--- config.mk ---
export PLATFORM = sky130hd
export DESIGN_NAME = lit_timer
export DESIGN_NICKNAME = d
export VERILOG_FILES = /design/src/rtl/lit_pkg.sv /design/src/rtl/lit_prescaler.sv /design/src/rtl/lit_regs.sv /design/src/rtl/lit_counter.sv /design/src/rtl/lit_timer.sv
export SDC_FILE = /design/constraint.sdc
export NUM_CORES = 1
export LEC_CHECK = 0
export BUFFER_PORTS_ARGS = -buffer_cell sky130_fd_sc_hd__buf_4
export CAP_MARGIN = 0
export CORE_ASPECT_RATIO = 0.9
export CORE_MARGIN = 1
export CORE_UTILIZATION = 45
export CTS_CLUSTER_SIZE = 20
export DETAILED_ROUTE_END_ITERATION = 6
export HOLD_SLACK_MARGIN = 0.03
export PLACE_DENSITY = 0.65
export SYNTH_ARGS = -nofsm -noshare
export SYNTH_HDL_FRONTEND = slang
export SYNTH_SLANG_ARGS = --single-unit
--- constraint.sdc ---
create_clock -name clk -period 4 [get_ports clk]
set_clock_uncertainty 0.2 [all_clocks]
set_input_delay 0.8 -clock clk [delete_from_list [all_inputs] [get_ports clk]]
set_output_delay 0.8 -clock clk [all_outputs]
set_load 0.005 [all_outputs]
--- src/rtl/lit_pkg.sv ---
package lit_pkg;

    localparam logic [11:0] OFS_CTRL  = 12'h320;
    localparam logic [11:0] OFS_START = 12'h380;
    localparam logic [11:0] OFS_COUNT = 12'h390;
    localparam logic [11:0] OFS_PRESC = 12'h3E0;

    localparam int CTRL_VEC_LSB = 0;
    localparam int CTRL_MASK    = 16;
    localparam int CTRL_MODE    = 17;
    localparam int CTRL_SRC_LSB = 18;

    localparam int SHIFT_W = 3;

    typedef struct packed {
        logic [1:0] src;
        logic       periodic;
        logic       masked;
        logic [7:0] vector;
    } ctrl_t;

    // codes map {b3,b1,b0}+1 mod 8 onto log2 of the divisor
    function automatic logic [SHIFT_W-1:0] presc_shift(input logic [3:0] code);
        return {code[3], code[1:0]} + 3'd1;
    endfunction

endpackage

--- src/rtl/lit_prescaler.sv ---
module lit_prescaler
    import lit_pkg::*;
#(
    parameter int PRE_W = (1 << SHIFT_W) - 1
) (
    input  logic               clk,
    input  logic               rst_n,
    input  logic               restart,
    input  logic [SHIFT_W-1:0] shift,
    output logic               tick
);

    logic [PRE_W-1:0] phase_d, phase_q;
    logic [PRE_W-1:0] low_ones;

    always_comb begin
        low_ones = PRE_W'((1 << shift) - 1);
        tick     = (phase_q & low_ones) == low_ones;
        phase_d  = restart ? '0 : phase_q + 1'b1;
    end

    always_ff @(posedge clk) begin
        if (!rst_n) phase_q <= '0;
        else        phase_q <= phase_d;
    end

endmodule

--- src/rtl/lit_regs.sv ---
module lit_regs
    import lit_pkg::*;
#(
    parameter int ADDR_W = 12,
    parameter int CNT_W  = 32
) (
    input  logic              clk,
    input  logic              rst_n,
    input  logic              we,
    input  logic [ADDR_W-1:0] addr,
    input  logic [CNT_W-1:0]  wdata,
    input  logic [CNT_W-1:0]  cur_count,
    output logic [CNT_W-1:0]  rdata,
    output logic [CNT_W-1:0]  start_val,
    output logic [3:0]        presc_code,
    output ctrl_t             ctrl,
    output logic              load
);

    typedef struct packed {
        logic [CNT_W-1:0] start;
        logic [3:0]       presc;
        ctrl_t            ctrl;
    } regs_t;

    regs_t r_d, r_q;
    logic  hit_ctrl, hit_start, hit_presc;

    always_comb begin
        hit_ctrl  = addr == ADDR_W'(OFS_CTRL);
        hit_start = addr == ADDR_W'(OFS_START);
        hit_presc = addr == ADDR_W'(OFS_PRESC);

        r_d = r_q;
        if (we && hit_start) r_d.start = wdata;
        if (we && hit_presc) r_d.presc = wdata[3:0];
        if (we && hit_ctrl) begin
            r_d.ctrl.vector   = wdata[CTRL_VEC_LSB +: 8];
            r_d.ctrl.masked   = wdata[CTRL_MASK];
            r_d.ctrl.periodic = wdata[CTRL_MODE];
            r_d.ctrl.src      = wdata[CTRL_SRC_LSB +: 2];
        end
        load = we && hit_start;

        rdata = '0;
        if (hit_ctrl) begin
            rdata[CTRL_VEC_LSB +: 8] = r_q.ctrl.vector;
            rdata[CTRL_MASK]         = r_q.ctrl.masked;
            rdata[CTRL_MODE]         = r_q.ctrl.periodic;
            rdata[CTRL_SRC_LSB +: 2] = r_q.ctrl.src;
        end else if (hit_start) begin
            rdata = r_q.start;
        end else if (addr == ADDR_W'(OFS_COUNT)) begin
            rdata = cur_count;
        end else if (hit_presc) begin
            rdata[3:0] = r_q.presc;
        end
    end

    always_ff @(posedge clk) begin
        if (!rst_n) begin
            r_q             <= '0;
            r_q.ctrl.masked <= 1'b1;
        end else begin
            r_q <= r_d;
        end
    end

    assign start_val  = r_q.start;
    assign presc_code = r_q.presc;
    assign ctrl       = r_q.ctrl;

endmodule

--- src/rtl/lit_counter.sv ---
module lit_counter #(
    parameter int CNT_W = 32,
    parameter int VEC_W = 8
) (
    input  logic             clk,
    input  logic             rst_n,
    input  logic             load,
    input  logic [CNT_W-1:0] load_val,
    input  logic [CNT_W-1:0] reload_val,
    input  logic             tick,
    input  logic             src_ok,
    input  logic             periodic,
    input  logic             masked,
    input  logic [VEC_W-1:0] vector,
    output logic [CNT_W-1:0] cur,
    output logic             running,
    output logic             irq_valid,
    output logic [VEC_W-1:0] irq_vector
);

    typedef struct packed {
        logic [CNT_W-1:0] cnt;
        logic             run;
        logic             irq;
        logic [VEC_W-1:0] vec;
    } cnt_t;

    cnt_t c_d, c_q;

    always_comb begin
        c_d     = c_q;
        c_d.irq = 1'b0;
        c_d.vec = '0;
        if (load) begin
            c_d.cnt = load_val;
            c_d.run = load_val != '0;
        end else if (c_q.run && tick && src_ok) begin
            if (c_q.cnt == CNT_W'(1)) begin
                if (!masked) begin
                    c_d.irq = 1'b1;
                    c_d.vec = vector;
                end
                if (periodic) begin
                    c_d.cnt = reload_val;
                end else begin
                    c_d.cnt = '0;
                    c_d.run = 1'b0;
                end
            end else begin
                c_d.cnt = c_q.cnt - 1'b1;
            end
        end
    end

    always_ff @(posedge clk) begin
        if (!rst_n) c_q <= '0;
        else        c_q <= c_d;
    end

    assign cur        = c_q.cnt;
    assign running    = c_q.run;
    assign irq_valid  = c_q.irq;
    assign irq_vector = c_q.vec;

endmodule

--- src/rtl/lit_timer.sv ---
module lit_timer
    import lit_pkg::*;
#(
    parameter int ADDR_W = 12,
    parameter int CNT_W  = 32,
    parameter int VEC_W  = 8
) (
    input  logic              clk,
    input  logic              rst_n,
    input  logic              reg_we,
    input  logic [ADDR_W-1:0] reg_addr,
    input  logic [CNT_W-1:0]  reg_wdata,
    output logic [CNT_W-1:0]  reg_rdata,
    output logic              irq_valid,
    output logic [VEC_W-1:0]  irq_vector
);

    logic [CNT_W-1:0] start_val;
    logic [CNT_W-1:0] cur;
    logic [3:0]       presc_code;
    ctrl_t            ctrl;
    logic             load;
    logic             tick;
    logic             running;
    logic             src_ok;

    lit_regs #(.ADDR_W(ADDR_W), .CNT_W(CNT_W)) u_regs (
        .clk        (clk),
        .rst_n      (rst_n),
        .we         (reg_we),
        .addr       (reg_addr),
        .wdata      (reg_wdata),
        .cur_count  (cur),
        .rdata      (reg_rdata),
        .start_val  (start_val),
        .presc_code (presc_code),
        .ctrl       (ctrl),
        .load       (load)
    );

    lit_prescaler u_presc (
        .clk     (clk),
        .rst_n   (rst_n),
        .restart (load),
        .shift   (presc_shift(presc_code)),
        .tick    (tick)
    );

    assign src_ok = ctrl.src == 2'b00;

    lit_counter #(.CNT_W(CNT_W), .VEC_W(VEC_W)) u_cnt (
        .clk        (clk),
        .rst_n      (rst_n),
        .load       (load),
        .load_val   (reg_wdata),
        .reload_val (start_val),
        .tick       (tick),
        .src_ok     (src_ok),
        .periodic   (ctrl.periodic),
        .masked     (ctrl.masked),
        .vector     (VEC_W'(ctrl.vector)),
        .cur        (cur),
        .running    (running),
        .irq_valid  (irq_valid),
        .irq_vector (irq_vector)
    );

endmodule

==> results.yml <==
floorplan:
  die_w_um: 117
  pin_count: 88
  coreArea_sq_mm: 0.0115
  die_h_um: 106
  die-area_sq_mm: 0.0124
  rows: 37
  initial_core_util_pct: 46.5
routing:
  routed_wl_um: 16600
  drt_pass1_iterations: 5
  drc: 0
  final_antenna_net_count: 0
  wl_per_cell_um: 18.1
  drt_iter0_drc: 670
  vias: 5534
  viasPerCell: 6.05
place:
  hpwlAfterDp_um: 11200
  portBuffers: 87
  place_congestion: 0.833
  pre_cts_slack_ns: 0.573
setup_path:
  criticalPathCategory: "primary input to output port"
  r2r_cells: 10
  r2r_slack_ns: 0.87
  worstReg2RegStart: "u_regs.presc_code[3]$_SDFFE_PN0P_"
  cp.required_ns: 3.00
  endpoint_kind: "output port"
  arrival_ns: 2.43
  r2r_end: "u_cnt.cur[31]$_SDFFE_PN0P_"
  start_kind: "primary input"
  crit_fanout: 25
min_path:
  hold_end: "u_regs.ctrl[3]$_SDFFE_PN0P_"
  min_path_cells: 2
  hold_start: "u_regs.ctrl[3]$_SDFFE_PN0P_"
  hp-class: "register to register"
synth:
  ys_types: 61
  yosysSeqAreaShare_pct: 36.2
  syn_nets: 749
  synth_seq_cells: 97
  yosysTopAreaCell: "dfxtp_1"
  avgSynthCellArea_sq_um: 7.68
  synth_edf_count: 0
  synth_flop_cell: "dfxtp_1"
  yosysWarnings: 0
  yosysTopAreaCellShare_pct: 36.2
  post-synth-top-count-cell: "nand2_1"
  async_flop_share_pct: 0
  synth_common_cells: "128 x nand2_1, 97 x dfxtp_1, 60 x a21oi_1, 48 x nand3_1, 46 x clkbuf_1"
  netlist_area_sq_mm: 0.00536
  synth_cells: 698
  synthTopCellsByArea: "dfxtp_1 36%, nand2_1 9.0%, a22o_1 6.4%"
clock_network:
  clkTransAtPathRegs_ns: 0.07
  cts-root-buf: "clkbuf_16"
  cts_hold_buf: 0
  cts_buffers: 9
  post_cts_buffers: 0
  h-tree-depth: 3
  cts_resized: 0
  cts.sinks: 97
  clk_latency_ns: 0.35
  cts_tree: "yes"
  clock_path_buffers: 2
status:
  outcome: "finished, final reports clean"
global_route:
  grt_pass1_vias: 5097
  grt_max_degree: 55
  grt_remaining_overflow: 0
  antenna_found_initial: 0
  grt_pass1_wl_um: 26800
  grtUsageTotal_pct: 28.2
finish:
  fin_nets: 805
  fin_util_pct: 56.1
  drive_above_1_share_pct: 18.1
  syn2layout_area_growth_pct: 20.6
  n_antenna_cell: 0
timing:
  worst_hold_slack_ns: 0.263
  hold_viol_final: 0
  tightest_slew_ns: 1.02
  slew_headroom_pct: 31.9
  finalSetupViolCount: 0
  min_period_over_period_pct: 85.8
  rsz0062_at_grt: "no"
  fin_ws_ns: 0.569
  fmax_ghz: 0.291
  period_needed_ns: 3.43
  slew_violations: 0
  fin_tns_setup_ns: 0
power:
  p_total_uw: 2020
  ir_drop_mv: 0.321
  p_int_uw: 1590
  p_leak_uw: 0.00251
  clkPwrFrac_pct: 47.6
  p_seq_share_pct: 48.1
  netSwitchingPower_uw: 430
  netSwitchingFraction_pct: 21.3
  power_density_mw_per_mm2: 312
  p_comb_share_pct: 4.3
run:
  cap_violations: 0
==> area by class of cell <==
cell class / instances / area, sq um
repair buffers: 103 / 786
multi-input cells: 526 / 3150
well taps: 156 / 195
clock buffers: 12 / 256
clock inverters: 4 / 75.1
inverters: 17 / 63.8
flip-flops and latches: 97 / 1940
fillers: 1121 / 5060
==> flip-flops by register name, summed over array words and instances, names as in the netlist <==
register and count:
u_regs.presc_code 4, u_regs.ctrl 12, u_cnt.cur 32, u_regs.start_val 32
u_cnt.irq_vector 8, u_presc.phase_q 7, u_cnt.running 1, u_cnt.irq_valid 1
==> worst max path at each step <==
| stage | to | cells after the start | startpoint |
|---|---|---|---|
| final | reg_rdata[3] | 7 | reg_addr[1] |
| after global routing | reg_rdata[3] | 7 | reg_addr[11] |
| after CTS | reg_rdata[3] | 7 | reg_addr[11] |
| after detailed placement | reg_rdata[3] | 7 | reg_addr[11] |
| after global placement | reg_rdata[3] | 7 | reg_addr[1] |
| after floorplan | reg_rdata[3] | 5 | reg_addr[1] |
==> power groups by stage <==
stage / clock network, uW / logic (uW) / registers, uW
after floorplan: 0 / 28.0 / 992
after global placement: 0 / 85.7 / 993
after detailed placement: 0 / 86.0 / 993
after CTS: 972 / 86.5 / 971
after global routing: 1010 / 93.0 / 971
final: 961 / 87.2 / 971
==> stage by stage <==
step / cell area (sq um) / std cells
floorplan: 5360 / 698
global placement: 6130 / 899
detailed placement: 6130 / 899
CTS: 6460 / 915
global route: 6460 / 915
finish: 6460 / 915
==> cell usage in the layout, fill, tap and decap left out, types with 8 or more instances in the layout <==
master     count
nor4_1        18
xor2_1         9
a222oi_1      12
o21ai_0       45
nor2_1        32
clkbuf_16      9
buf_4        102
dfxtp_1       97
xnor2_1       21
inv_1         16
and2_1        10
nand3_1       48
a22o_1        39
nand4_1        8
a21oi_1       60
nand2_1      128
nor3_1        13
==> metal layers <==
| layer | wire length, um | up-vias | track usage [%] | part of all wire (%) |
|---|---|---|---|---|
| li1 | - | 2629 | - | - |
| met1 | 7210 | 2609 | 39.0 | 43 |
| met2 | 7480 | 276 | 43.2 | 45 |
| met3 | 1620 | 20 | 7.02 | 9.8 |
| met4 | 289 | 0 | 7.96 | 1.7 |
| met5 | 0 | - | 0 | 0 |
==> cell families (layout without fill, tap and decap cells) <==
group,after synthesis,count (layout),share of synthesized area (%)
xor gates and xnor gates,30,30,4.90
and+or+nand+nor,303,303,28.8
adders and majority gates,4,4,0.933
buffers and inverters,75,136,5.65
AOI/OAI and AO/OA,188,188,23.3
muxes,1,1,0.187
DFF,97,97,36.2
==> critical path: stages <==
cell and delay, ns:
buf_4 0.11, nor4_1 0.33, nand2_1 0.24, nor4_2 0.25, buf_4 0.32, mux2i_1 0.24, buf_4 0.13
No activity file was read; power rests on OpenSTA's default activity.
